File: config.mk
export PLATFORM = sky130hd
export DESIGN_NAME = prio_irq_ctrl
export DESIGN_NICKNAME = d
export VERILOG_FILES = /design/src/rtl/pic8_pkg.sv /design/src/rtl/pic8_ctrl.sv /design/src/rtl/pic8_pending.sv /design/src/rtl/pic8_resolve.sv /design/src/rtl/prio_irq_ctrl.sv
export SDC_FILE = /design/constraint.sdc
export NUM_CORES = 1
export LEC_CHECK = 0
export ABC_AREA = 1
export BUFFER_PORTS_ARGS = -buffer_cell sky130_fd_sc_hd__buf_2
export CAP_MARGIN = 10
export CORE_MARGIN = 2
export CORE_UTILIZATION = 45
export CTS_CLUSTER_DIAMETER = 40
export CTS_CLUSTER_SIZE = 8
export DETAILED_ROUTE_END_ITERATION = 10
export PLACE_DENSITY = 0.67
export SKIP_CTS_REPAIR_TIMING = 1
export SLEW_MARGIN = 20
export SYNTH_ARGS = -nofsm -noshare
export SYNTH_HDL_FRONTEND = slang
export SYNTH_SLANG_ARGS = --single-unit
File: constraint.sdc
create_clock -name clk -period 4.5 [get_ports clk]
set_input_delay 0.45 -clock clk [delete_from_list [all_inputs] [get_ports clk]]
set_output_delay 0.45 -clock clk [all_outputs]
set_load 0.03 [all_outputs]
File: src/rtl/pic8_pkg.sv
package pic8_pkg;

    localparam int unsigned LINES = 8;
    localparam int unsigned LW    = $clog2(LINES);
    localparam int unsigned DW    = 8;

    typedef enum logic [2:0] {
        ST_UNINIT,
        ST_BASE,
        ST_CASC,
        ST_MODE,
        ST_RUN
    } init_st_e;

    typedef struct packed {
        logic [DW-1:0] base;
        logic [DW-1:0] casc;
        logic          aeoi;
        logic          want_mode;
    } pic_cfg_t;

    localparam logic [2:0] EOI_SPEC_TAG = 3'b011;

    // lowest set index wins; returns LINES-1 when nothing is set
    function automatic logic [LW-1:0] first_set(input logic [LINES-1:0] v);
        logic [LW-1:0] idx;
        idx = LW'(LINES - 1);
        for (int i = LINES - 1; i >= 0; i--) begin
            if (v[i]) idx = LW'(i);
        end
        return idx;
    endfunction

endpackage

File: src/rtl/pic8_ctrl.sv
module pic8_ctrl
    import pic8_pkg::*;
(
    input  logic             clk,
    input  logic             rst,
    input  logic             wr,
    input  logic             addr,
    input  logic [DW-1:0]    wdata,
    input  logic             slave_mode,
    output pic_cfg_t         cfg,
    output logic             ready,
    output logic [LINES-1:0] mask,
    output logic             rd_isr,
    output logic             eoi_valid,
    output logic [LW-1:0]    eoi_lvl
);

    init_st_e state;
    logic     cmd_wr, dat_wr, init_start, sel_cmd;

    assign cmd_wr     = wr && !addr;
    assign dat_wr     = wr && addr;
    assign init_start = cmd_wr && wdata[4];
    assign sel_cmd    = cmd_wr && (wdata[7:5] == 3'b000) && (wdata[4:3] == 2'b01) && wdata[1];
    assign eoi_valid  = cmd_wr && !wdata[4] && (wdata[7:5] == EOI_SPEC_TAG) && (state == ST_RUN);
    assign eoi_lvl    = wdata[LW-1:0];
    assign ready      = (state == ST_RUN);

    always_ff @(posedge clk) begin
        if (rst) begin
            state  <= ST_UNINIT;
            cfg    <= '0;
            mask   <= '0;
            rd_isr <= 1'b0;
        end else if (init_start) begin
            state         <= ST_BASE;
            cfg.want_mode <= wdata[0];
            cfg.aeoi      <= 1'b0;
        end else if (dat_wr) begin
            case (state)
                ST_BASE: begin
                    cfg.base <= wdata;
                    state    <= ST_CASC;
                end
                ST_CASC: begin
                    cfg.casc <= slave_mode ? {5'b00000, wdata[2:0]} : wdata;
                    state    <= cfg.want_mode ? ST_MODE : ST_RUN;
                end
                ST_MODE: begin
                    cfg.aeoi <= wdata[1];
                    state    <= ST_RUN;
                end
                default: mask <= wdata;
            endcase
        end else if (sel_cmd) begin
            rd_isr <= wdata[0];
        end
    end

    // the base word is always followed by the cascade word
    p_seq_base_casc_r2: assert property (@(posedge clk) disable iff (rst)
        (state == ST_BASE && dat_wr && !init_start) |=> (state == ST_CASC));

    // a data write in run state lands in the mask register
    p_mask_load_r6: assert property (@(posedge clk) disable iff (rst)
        (state == ST_RUN && dat_wr) |=> (mask == $past(wdata)));

endmodule

File: src/rtl/pic8_pending.sv
module pic8_pending
    import pic8_pkg::*;
(
    input  logic             clk,
    input  logic             rst,
    input  logic [LINES-1:0] irq_in,
    input  logic             ack,
    input  logic             grant,
    input  logic [LW-1:0]    grant_lvl,
    input  logic             aeoi,
    input  logic             eoi_valid,
    input  logic [LW-1:0]    eoi_lvl,
    output logic [LINES-1:0] irr,
    output logic [LINES-1:0] isr
);

    logic [LINES-1:0] prev, rise, take, drop;

    assign rise = irq_in & ~prev;
    assign take = (ack && grant) ? (LINES'(1) << grant_lvl) : '0;
    assign drop = eoi_valid ? (LINES'(1) << eoi_lvl) : '0;

    always_ff @(posedge clk) begin
        if (rst) begin
            prev <= '0;
            irr  <= '0;
            isr  <= '0;
        end else begin
            prev <= irq_in;
            irr  <= (irr & ~take) | rise;
            isr  <= (isr & ~drop) | (aeoi ? '0 : take);
        end
    end

    // a spurious acknowledge never adds an in-service bit
    p_spurious_no_isr_r12: assert property (@(posedge clk) disable iff (rst)
        (ack && !grant) |=> ((isr & ~$past(isr)) == '0));

    // with auto-EOI an acknowledge never adds an in-service bit
    p_aeoi_no_isr_r5: assert property (@(posedge clk) disable iff (rst)
        (ack && grant && aeoi) |=> ((isr & ~$past(isr)) == '0));

    // a real acknowledge records the level
    p_ack_sets_isr_r9: assert property (@(posedge clk) disable iff (rst)
        (ack && grant && !aeoi) |=> isr[$past(grant_lvl)]);

    // a specific EOI retires its level unless re-entered in the same cycle
    p_eoi_clears_r10: assert property (@(posedge clk) disable iff (rst)
        (eoi_valid && !(ack && grant && !aeoi && grant_lvl == eoi_lvl)) |=> !isr[$past(eoi_lvl)]);

    // an acknowledged request is consumed unless a fresh edge arrives
    p_ack_clears_irr_r8: assert property (@(posedge clk) disable iff (rst)
        (ack && grant && !rise[grant_lvl]) |=> !irr[$past(grant_lvl)]);

endmodule

File: src/rtl/pic8_resolve.sv
module pic8_resolve
    import pic8_pkg::*;
(
    input  logic [LINES-1:0] irr,
    input  logic [LINES-1:0] isr,
    input  logic [LINES-1:0] mask,
    input  logic             ready,
    input  logic [DW-1:0]    base,
    output logic             int_out,
    output logic [LW-1:0]    grant_lvl,
    output logic [DW-1:0]    vector
);

    logic [LINES-1:0] cand;
    logic [LW-1:0]    best, busy_top;
    logic             beats_busy;

    assign cand       = irr & ~mask;
    assign best       = first_set(cand);
    assign busy_top   = first_set(isr);
    assign beats_busy = (isr == '0) || (best < busy_top);
    assign int_out    = ready && (cand != '0) && beats_busy;
    assign grant_lvl  = int_out ? best : LW'(LINES - 1);
    assign vector     = base + DW'(grant_lvl);

endmodule

File: src/rtl/prio_irq_ctrl.sv
module prio_irq_ctrl
    import pic8_pkg::*;
(
    input  logic          clk,
    input  logic          rst,
    input  logic          bus_wr,
    input  logic          bus_addr,
    input  logic [7:0]    bus_wdata,
    output logic [7:0]    bus_rdata,
    input  logic          slave_mode,
    input  logic [7:0]    irq_in,
    input  logic          int_ack,
    output logic          int_out,
    output logic [7:0]    int_vector,
    output logic [7:0]    cascade_cfg
);

    pic_cfg_t         cfg;
    logic             ready, rd_isr, eoi_valid;
    logic [LW-1:0]    eoi_lvl, grant_lvl;
    logic [LINES-1:0] mask, irr, isr;

    pic8_ctrl u_ctrl (
        .clk(clk), .rst(rst), .wr(bus_wr), .addr(bus_addr), .wdata(bus_wdata),
        .slave_mode(slave_mode), .cfg(cfg), .ready(ready), .mask(mask),
        .rd_isr(rd_isr), .eoi_valid(eoi_valid), .eoi_lvl(eoi_lvl)
    );

    pic8_pending u_pend (
        .clk(clk), .rst(rst), .irq_in(irq_in), .ack(int_ack), .grant(int_out),
        .grant_lvl(grant_lvl), .aeoi(cfg.aeoi), .eoi_valid(eoi_valid),
        .eoi_lvl(eoi_lvl), .irr(irr), .isr(isr)
    );

    pic8_resolve u_res (
        .irr(irr), .isr(isr), .mask(mask), .ready(ready), .base(cfg.base),
        .int_out(int_out), .grant_lvl(grant_lvl), .vector(int_vector)
    );

    assign bus_rdata   = bus_addr ? mask : (rd_isr ? isr : irr);
    assign cascade_cfg = cfg.casc;

    // silent while not fully initialized
    p_quiet_uninit_r2: assert property (@(posedge clk) disable iff (rst)
        !ready |-> !int_out);

    // a forwarded level is never a masked one
    p_unmasked_grant_r7: assert property (@(posedge clk) disable iff (rst)
        int_out |-> !mask[grant_lvl]);

    // a spurious acknowledge presents base+7
    p_spurious_vec_r12: assert property (@(posedge clk) disable iff (rst)
        (int_ack && !int_out) |-> (int_vector == cfg.base + 8'd7));

endmodule

==> summary by stage, run 1 <==
Status
The flow ran to the end, and the final reports show no timing, DRC or antenna violations.

Pwr
The sequential cell fraction of total power is 52.9%. For this design the static power due to leakage is between 0.001 and 0.0015 uW. Net switching is between 30% and 40% of the power.

The internal power of the cells totals 670 uW. The share of total power dissipated in combinational logic is 16.6%. The power per cell area is 316 mW/mm^2. The switching power of the nets is slightly below 300 uW. The overall power after layout is slightly below 1000 uW.

The fraction of power consumed by the clock network is a little over 30%. The largest vdd supply drop is approximately 160 uV.

Logic synthesis
A synthesized cell averages 7.33 sq um. The cell area after technology mapping is between 0.002 and 0.003 sq mm. After synthesis the netlist holds a flip-flop and latch count of 54.

The number of nets in the synthesized netlist is 400. Yosys printed 0 warnings. The synthesized design contains 0 enable-type register cells. The primary flip-flop cell chosen by synthesis mapping is sky130_fd_sc_hd__dfxtp_1. The cell count after synthesis came out at 372. After synthesis, the netlist uses 37 different library cells. Of all flip-flops after synthesis, the portion carrying an async set or reset was 0%.

Of the synthesized area, sequential elements account for 39.7%.

Setup path
The cell type of the slowest stage on the worst timing path is sky130_fd_sc_hd__a211oi_1. Setup slack on the worst reg-to-reg path comes out at 2.30 ns. The biggest fanout along the worst timing path is 5.

The number of buffer and inverter instances along the worst setup path is 4. The dominant delay contributor by cell family on the critical path is simple AND/OR/NAND/NOR gates. The data required time of the worst path is 4.05 ns.

The capturing element type of the critical path is an output pin. STA classifies the critical path startpoint as a register. The kind of critical path is reg -> out. Counting stages on the worst path, the most repeated cell is sky130_fd_sc_hd__nand2_1. Traced cell by cell, the critical path runs through inv_1 > nand2_1 > nand2_1 > inv_1 > a21oi_1 > ha_1 > nand2_1 > inv_1 > nand2_1 > nand2_1 > nand2_4 > nand3_4 > ha_1 > nand2_1 > nor2_1 > a211oi_1 > nor2_1 > nand3_1 > xnor2_1 > buf_2. The arrival time of data at the critical path endpoint is 3.31 ns. On the worst path, the slowest cell contributes a delay of 0.36 ns.

GRT
For this run, the total global-route usage over all layers was measured as 23.1%. The first global-routing pass estimated 11.5 mm of wire. The number of global-route vias before repair is 2281. The aggregate global routing overflow is 0.

The number of antenna violations at the first check in global routing is 0. The largest net degree at the start of global routing is 36.

STA
Setup repair after global routing left no endpoint under its margin. Setup total negative slack on the finished layout was measured at 0 ns. The hold violation total from the final report came to 0.

After layout, the worst path uses a little over four fifths of the clock period. The final setup violation count is 0. At the pin with the least slew margin, the transition time is 0.931 ns. The worst pin sits at a relative slew slack of between 30% and 40%. Between clock sinks in the finished design, the worst skew comes to 0.00901 ns.

Timing would allow up to 0.266 GHz. The max-slew violation count came to 0. Subtracting the final worst setup slack from the clock period gives about 3.8 ns.

Clock network
The clock passes through at most 2 buffers. The later pin in the worst-skew pair is clocked with a latency of between 0.3 and 0.4 ns. The clock sink count is 54. TritonCTS built the clock tree. The total CTS buffers is 5. The root buffer selected by CTS is sky130_fd_sc_hd__clkbuf_8. The H-tree was split into 2 levels. After clock tree synthesis, the clock-pin slew on the worst setup and hold paths is around 0.10 ns.

Placed design
Buffers placed on the I/O ports in this run total 46. The routability congestion estimate from global placement is 0.928. After legalization and detailed placement, the total HPWL measured 5.60 mm. In this run the cell area measured after placement is 0.00295 sq mm.

Floorplan
From bottom edge to top edge, the die measures 81.8 um. In this run the count of I/O pins placed on the die edge is 47. The die is between 80 and 90 um wide. The floorplan has 28 rows.

The core region is 0.00589 sq mm. The full die area is 0.00669 sq mm. For this configuration, the core starts out at a cell density of between 40% and 50%.

Drt
Once detail routing completed, the nets flagged for antenna violations numbered 0. The sum of routed wire length over all layers is ~7.3 mm. The mean number of vias per cell is 5.30. The number of search-and-repair iterations in the first detailed-routing pass is 4. After detailed routing, the number of remaining DRC violations is 0. Summing over every cut layer, the via total after detailed routing is roughly 2.6k.

After the first detailed-routing iteration, the DRC count stood at 162. In the final routed layout, each cell accounts on average for around 15 um.

Finish
Once layout is complete, the utilization of the core stands at 51.8%. The post-route netlist has 16.4% of its cells at a drive strength greater than 1. From synthesis to final layout, the design area changed by 11.9%. In the layout the commonest cells are 62 x sky130_fd_sc_hd__nand2_1, 55 x sky130_fd_sc_hd__inv_1, 54 x sky130_fd_sc_hd__dfxtp_1.

The repair_antennas step left the layout with diodes totalling 0. The number of nets at the end of the flow is roughly 440. The library cell used most frequently in the layout, excluding fill and tap cells, is sky130_fd_sc_hd__nand2_1.

After routing the design area is between 0.003 and 0.004 sq mm.

Job
Max-cap violations in this run came to 0.

Worst hold path
The class of the most critical hold timing path is in -> reg.
==> metrics by stage <==
step / setup WS, ns / std cells / hold WS, ns
after global placement: 1.19 / 475 / 0.393
after floorplan: 1.22 / 372 / 0.390
final: 0.741 / 483 / 0.340
after CTS: 0.754 / 483 / 0.342
after global routing: 0.457 / 483 / 0.355
after detailed placement: 1.11 / 475 / 0.397
==> cells in the mapped netlist (2+ instances only) <==
cell	n	share of area, %
sky130_fd_sc_hd__o22ai_1	3	0.69
sky130_fd_sc_hd__xnor2_1	3	0.96
sky130_fd_sc_hd__a21oi_1	50	9.2
sky130_fd_sc_hd__nor2_2	3	0.69
sky130_fd_sc_hd__dfxtp_1	54	40
sky130_fd_sc_hd__nand3_1	25	4.6
sky130_fd_sc_hd__clkinv_1	2	0.28
sky130_fd_sc_hd__clkbuf_1	9	1.2
sky130_fd_sc_hd__o211ai_1	2	0.55
sky130_fd_sc_hd__nor2_1	24	3.3
sky130_fd_sc_hd__xor2_1	3	0.96
sky130_fd_sc_hd__ha_1	5	2.3
sky130_fd_sc_hd__nand2_1	62	8.5
sky130_fd_sc_hd__o41ai_1	8	2.6
sky130_fd_sc_hd__o21ai_0	25	4.6
sky130_fd_sc_hd__nand3_4	2	1.3
sky130_fd_sc_hd__nor3_1	5	0.92
sky130_fd_sc_hd__a211oi_1	3	0.83
sky130_fd_sc_hd__inv_1	55	7.6
sky130_fd_sc_hd__nand2_4	2	0.83
sky130_fd_sc_hd__buf_4	8	2.2
sky130_fd_sc_hd__a22oi_1	3	0.83
sky130_fd_sc_hd__o21ai_1	2	0.37
==> area by class of cell <==
cell class	instances	area, sq um
clock buffer	6	82.6
clock inverter	2	16.3
fill	602	2840
inverter	58	218
multi-input combinational	242	1330
sequential	54	1080
tap	75	93.8
timing repair buffer	46	230
==> tightest hold or removal path, delay by kind of cell <==
| family | cells | cell delay [ns] |
|---|---|---|
| AND/OR/NAND/NOR | 1 | 0.06 |
| buffers and inverters | 2 | 0.12 |
==> layer usage <==
layer | track usage [%] | up-vias | share of wire [%]
li1 | - | 1292 | -
met1 | 33.2 | 1177 | 49
met2 | 35.9 | 81 | 45
met3 | 3.74 | 9 | 5.2
met4 | 6.00 | 0 | 1.2
met5 | 0 | - | 0
==> cells by family (layout without fill, tap and decap cells) <==
| family | count (synthesis) | after routing | synth area share [%] |
|---|---|---|---|
| adders and majority gates | 6 | 6 | 3.03 |
| AOI/OAI and AO/OA | 99 | 99 | 20.8 |
| and+or+nand+nor | 131 | 131 | 23.0 |
| buffers and inverters | 76 | 112 | 11.6 |
| xor gates and xnor gates | 6 | 6 | 1.93 |
| DFF | 54 | 54 | 39.7 |
==> state kept, by name (all words and copies together), names as in the netlist <==
signal and count:
u_ctrl.state 3, u_ctrl.rd_isr 1, u_pend.irr 8, u_ctrl.cfg 18, u_pend.prev 8, u_ctrl.mask 8
u_pend.isr 8
==> final timing paths <==
path,startpoint,end,cells past startpoint
worst max-delay path,u_ctrl.mask[2]$_SDFFE_PP0P_,int_vector[7],20
worst max register to register,u_ctrl.mask[2]$_SDFFE_PP0P_,u_pend.irr[7]$_SDFF_PP0_,16
worst min-delay path,irq_in[7],u_pend.prev[7]$_SDFF_PP0_,3
worst min register to register,u_pend.prev[7]$_SDFF_PP0_,u_pend.irr[7]$_SDFF_PP0_,1
==> power by group through the flow <==
stage / Sequential [uW] / Clock [uW] / Combinational (uW)
finish: 509 / 294 / 160
global route: 512 / 318 / 177
CTS: 509 / 297 / 158
detailed placement: 520 / 0 / 158
global placement: 519 / 0 / 157
floorplan: 516 / 0 / 111
No activity file was read; power rests on OpenSTA's default activity.
==> inputs of run 2 (changes only) <==
==> constraint.sdc (replaced) <==
create_clock -name clk -period 3.5 [get_ports clk]
set_input_delay 0.35 -clock clk [delete_from_list [all_inputs] [get_ports clk]]
set_output_delay 0.35 -clock clk [all_outputs]
set_load 0.03 [all_outputs]
==> run 2 against run 1 <==
Against the previous run: sequential cell count is the same; clock skew shrank 0.0020 ns; via count grew 3.0%; non-clock buffer count grew 6; critical endpoint is now int_vector[5].
==> summary by stage, run 2 (synthesis gave the netlist of run 1 again) <==
Drt
The total via count in the routed design is 2635 (was 2559). The number of DRC markers in iteration 0 is 197 (was 162). The number of search-and-repair iterations in the first detailed-routing pass is 6 (was 4).

The sum of routed wire length over all layers is 7.55 mm (was 7.29 mm). The final routed wire length divided by cell count is 15.5 um (was 15.1 um). The mean number of vias per cell is 5.40 (was 5.30).

The DRC violation count after routing is 0 (unchanged). The residual antenna-violating net count after detailed routing is 0 (unchanged).

Floorplan
The placeable core area was 0.00589 sq mm (unchanged). The width of the chip is 81.8 um (unchanged). The row count is 28 (unchanged). The starting utilization of the core area is 46.3% (unchanged). The number of primary I/O pins is 47 (unchanged). The vertical die dimension came to 81.8 um (unchanged). The full die area is 0.00669 sq mm (unchanged).

Pwr
The fraction of power consumed by the clock network is 28.0% (was 30.6%). The leakage power summed over all cells is 0.00143 uW (was 0.00140 uW). The internal power component is 845 uW (was 670 uW).

The power per cell area came to 384 mW/mm^2 (was 316 mW/mm^2). The largest vdd supply drop is 156 uV (was 165 uV). The switching power of the nets is 375 uW (was 293 uW). The combinational share of power is 18.3% (was 16.6%).

The share of total power consumed by net switching is 30.7% (was 30.5%). The sequential cell fraction of total power is 53.8% (was 52.9%).

Setup path
The capturing element type of the critical path is an output pin (unchanged). The biggest fanout along the worst timing path was 5 (unchanged). The startpoint kind of the worst setup timing path is a register (unchanged). The depth of the most critical reg-to-reg path is 15 (was 16). The origin of the critical flop-to-flop path was u_pend.isr[5]$_SDFF_PP0_ (was u_ctrl.mask[2]$_SDFFE_PP0P_). The worst setup slack for register-to-register paths is 1.36 ns (was 2.30 ns). The arrival time of data at the critical path endpoint is 2.97 ns (was 3.31 ns). The data required time of the worst path is 3.15 ns (was 4.05 ns). The kind of critical path was reg -> out (unchanged).

The reg-to-reg critical path endpoint was u_pend.irr[3]$_SDFF_PP0_ (was u_pend.irr[7]$_SDFF_PP0_).

GRT
The most used routing layer in global routing is met2 (unchanged). The fraction of met1 tracks used by global routing is 32.8% (was 33.2%). The number of global-route vias before repair was 2295 (was 2281). The largest net degree at the start of global routing was 36 (unchanged).

The first-pass GRT wire length is 11.7 mm (was 11.5 mm). The aggregate global routing overflow is 0 (unchanged). The global routing usage on met3 is 4.51% (was 3.74%). The overall routing resource usage is 23.3% (was 23.1%). The met2 demand-to-capacity share in global routing is 36.8% (was 35.9%).

The number of antenna violations at the first check in global routing is 0 (unchanged).

Clock network
The worst-case clock buffer depth was 2 (unchanged). The total CTS buffers is 5 (unchanged). The root buffer selected by CTS was sky130_fd_sc_hd__clkbuf_8 (unchanged). The CTS tree is yes (unchanged). The total number of H-tree levels came to 2 (unchanged). The clock sink count came to 54 (unchanged). The clock-pin transition on the worst setup and hold timing paths is 0.10 ns (about the same). The latest clock arrival within the worst-skew pair is 0.31 ns (was 0.32 ns).

STA
The timing-limited maximum frequency is 0.301 GHz. The clock tree skew after final layout was 0.00697 ns (was 0.00901 ns). The final setup violation count was 0 (unchanged).

The worst slew margin relative to its limit is 68.2% (was 37.6%). The minimum period implied by the final worst setup slack is 3.32 ns. The setup total negative slack came to 0 ns (unchanged). The share of the cycle needed by the critical path after routing is 94.9%. The pin slew with the least headroom to its limit is 0.475 ns (was 0.931 ns). The max-slew violation count is 0 (unchanged). The hold violation total from the final report is 0 (unchanged).

Placed design
The routability congestion estimate from global placement came to 0.922 (was 0.928). The port buffer count is 46 (unchanged). The placed wire-length estimate after detailed placement came to 5.64 mm (was 5.60 mm).

Finish
The number of nets at the end of the flow is 441 (was 435). Commonest cells after routing, fill and taps aside: 58 x sky130_fd_sc_hd__nand2_1, 53 x sky130_fd_sc_hd__inv_1, 52 x sky130_fd_sc_hd__dfxtp_1 (was 62 x sky130_fd_sc_hd__nand2_1, 55 x sky130_fd_sc_hd__inv_1, 54 x sky130_fd_sc_hd__dfxtp_1). The count of antenna diodes in the layout came to 0 (unchanged).

The post-layout utilization of the core is 53.9% (was 51.8%). The area growth from synthesis to layout is 16.5% (was 11.9%). The number of inserted filler cells in the final layout is 592 (was 602).

The share of final-layout standard cells stronger than drive strength 1 came to 21.3% (was 16.4%). The footprint of the multi-input gates is 0.00141 sq mm (was 0.00133 sq mm). The most flop-heavy register was u_ctrl.cfg (unchanged). The most common cell after layout, fill and taps aside is sky130_fd_sc_hd__nand2_1 (unchanged).

The sequential cell area came to 0.00108 sq mm (about the same). The flip-flop count of the largest register, all copies and words added is 18 (unchanged).

Status
Outcome: complete, no violations (unchanged).

Worst hold path
The worst hold path depth is 3 (unchanged). The launch point of the worst hold path was irq_in[7] (unchanged). The hold path endpoint is u_pend.prev[7]$_SDFF_PP0_ (unchanged). The class of the most critical hold timing path was in -> reg (unchanged).

Job
The number of max-cap violations is 0 (unchanged).
==> run 2: power by group through the flow <==
| stage | sequential [uW] | combinational (uW) | clock (uW) |
|---|---|---|---|
| floorplan | 664 | 143 | 0 |
| global placement | 668 | 202 | 0 |
| detailed placement | 669 | 203 | 0 |
| CTS | 655 | 203 | 351 |
| global route | 658 | 245 | 369 |
| finish | 656 | 223 | 341 |
==> run 2: final cells by class <==
cell class                 count  area share, %
timing repair buffer          52           9.03
clock inverter                 1          0.237
sequential                    54           34.1
tap                           75           2.96
multi-input combinational    242           44.5
inverter                      58           6.86
clock buffer                   6           2.29
==> run 2: routing by layer <==
metal / part of all wire [%] / up-vias
li1: - / 1303
met1: 46 / 1229
met2: 46 / 95
met3: 5.8 / 8
met4: 1.3 / 0
met5: 0 / -
==> run 2: worst max path at each step <==
stage,from,end,slack [ns]
after floorplan,u_ctrl.mask[2]$_SDFFE_PP0P_,int_vector[5],0.32
after global placement,u_ctrl.mask[2]$_SDFFE_PP0P_,int_vector[7],0.30
after detailed placement,u_ctrl.mask[2]$_SDFFE_PP0P_,int_vector[7],0.26
after CTS,u_ctrl.mask[2]$_SDFFE_PP0P_,int_vector[7],-0.10
after global routing,u_ctrl.mask[3]$_SDFFE_PP0P_,int_vector[5],-0.03
final,u_pend.isr[5]$_SDFF_PP0_,int_vector[5],0.18
==> run 2: critical path, cell delays in order (launching register included) <==
cell and delay [ns]:
sky130_fd_sc_hd__dfxtp_1 0.36, sky130_fd_sc_hd__or2_1 0.25, sky130_fd_sc_hd__nand2_1 0.06, sky130_fd_sc_hd__nand3_1 0.09
sky130_fd_sc_hd__ha_1 0.30, sky130_fd_sc_hd__nand2_1 0.07, sky130_fd_sc_hd__inv_1 0.04, sky130_fd_sc_hd__nand2_1 0.06
sky130_fd_sc_hd__nand2_2 0.06, sky130_fd_sc_hd__nand2_4 0.12, sky130_fd_sc_hd__nand3_4 0.09, sky130_fd_sc_hd__ha_4 0.31
sky130_fd_sc_hd__nand2_1 0.05, sky130_fd_sc_hd__nor2_1 0.12, sky130_fd_sc_hd__a211oi_2 0.08, sky130_fd_sc_hd__nor3b_1 0.23
sky130_fd_sc_hd__xor2_1 0.16, sky130_fd_sc_hd__clkbuf_4 0.20
==> run 2: per-stage QoR <==
step | instance area, sq um | power, uW | hold slack (ns) | std cells | worst slack [ns]
3_3_place_gp | 2970 | 870 | 0.393 | 477 | 0.302
5_1_grt | 3170 | 1270 | 0.257 | 488 | -0.0342
6_report | 3170 | 1220 | 0.241 | 488 | 0.178
3_5_place_dp | 2970 | 871 | 0.395 | 477 | 0.260
4_1_cts | 3050 | 1210 | 0.247 | 484 | -0.105
2_1_floorplan | 2730 | 807 | 0.390 | 372 | 0.323
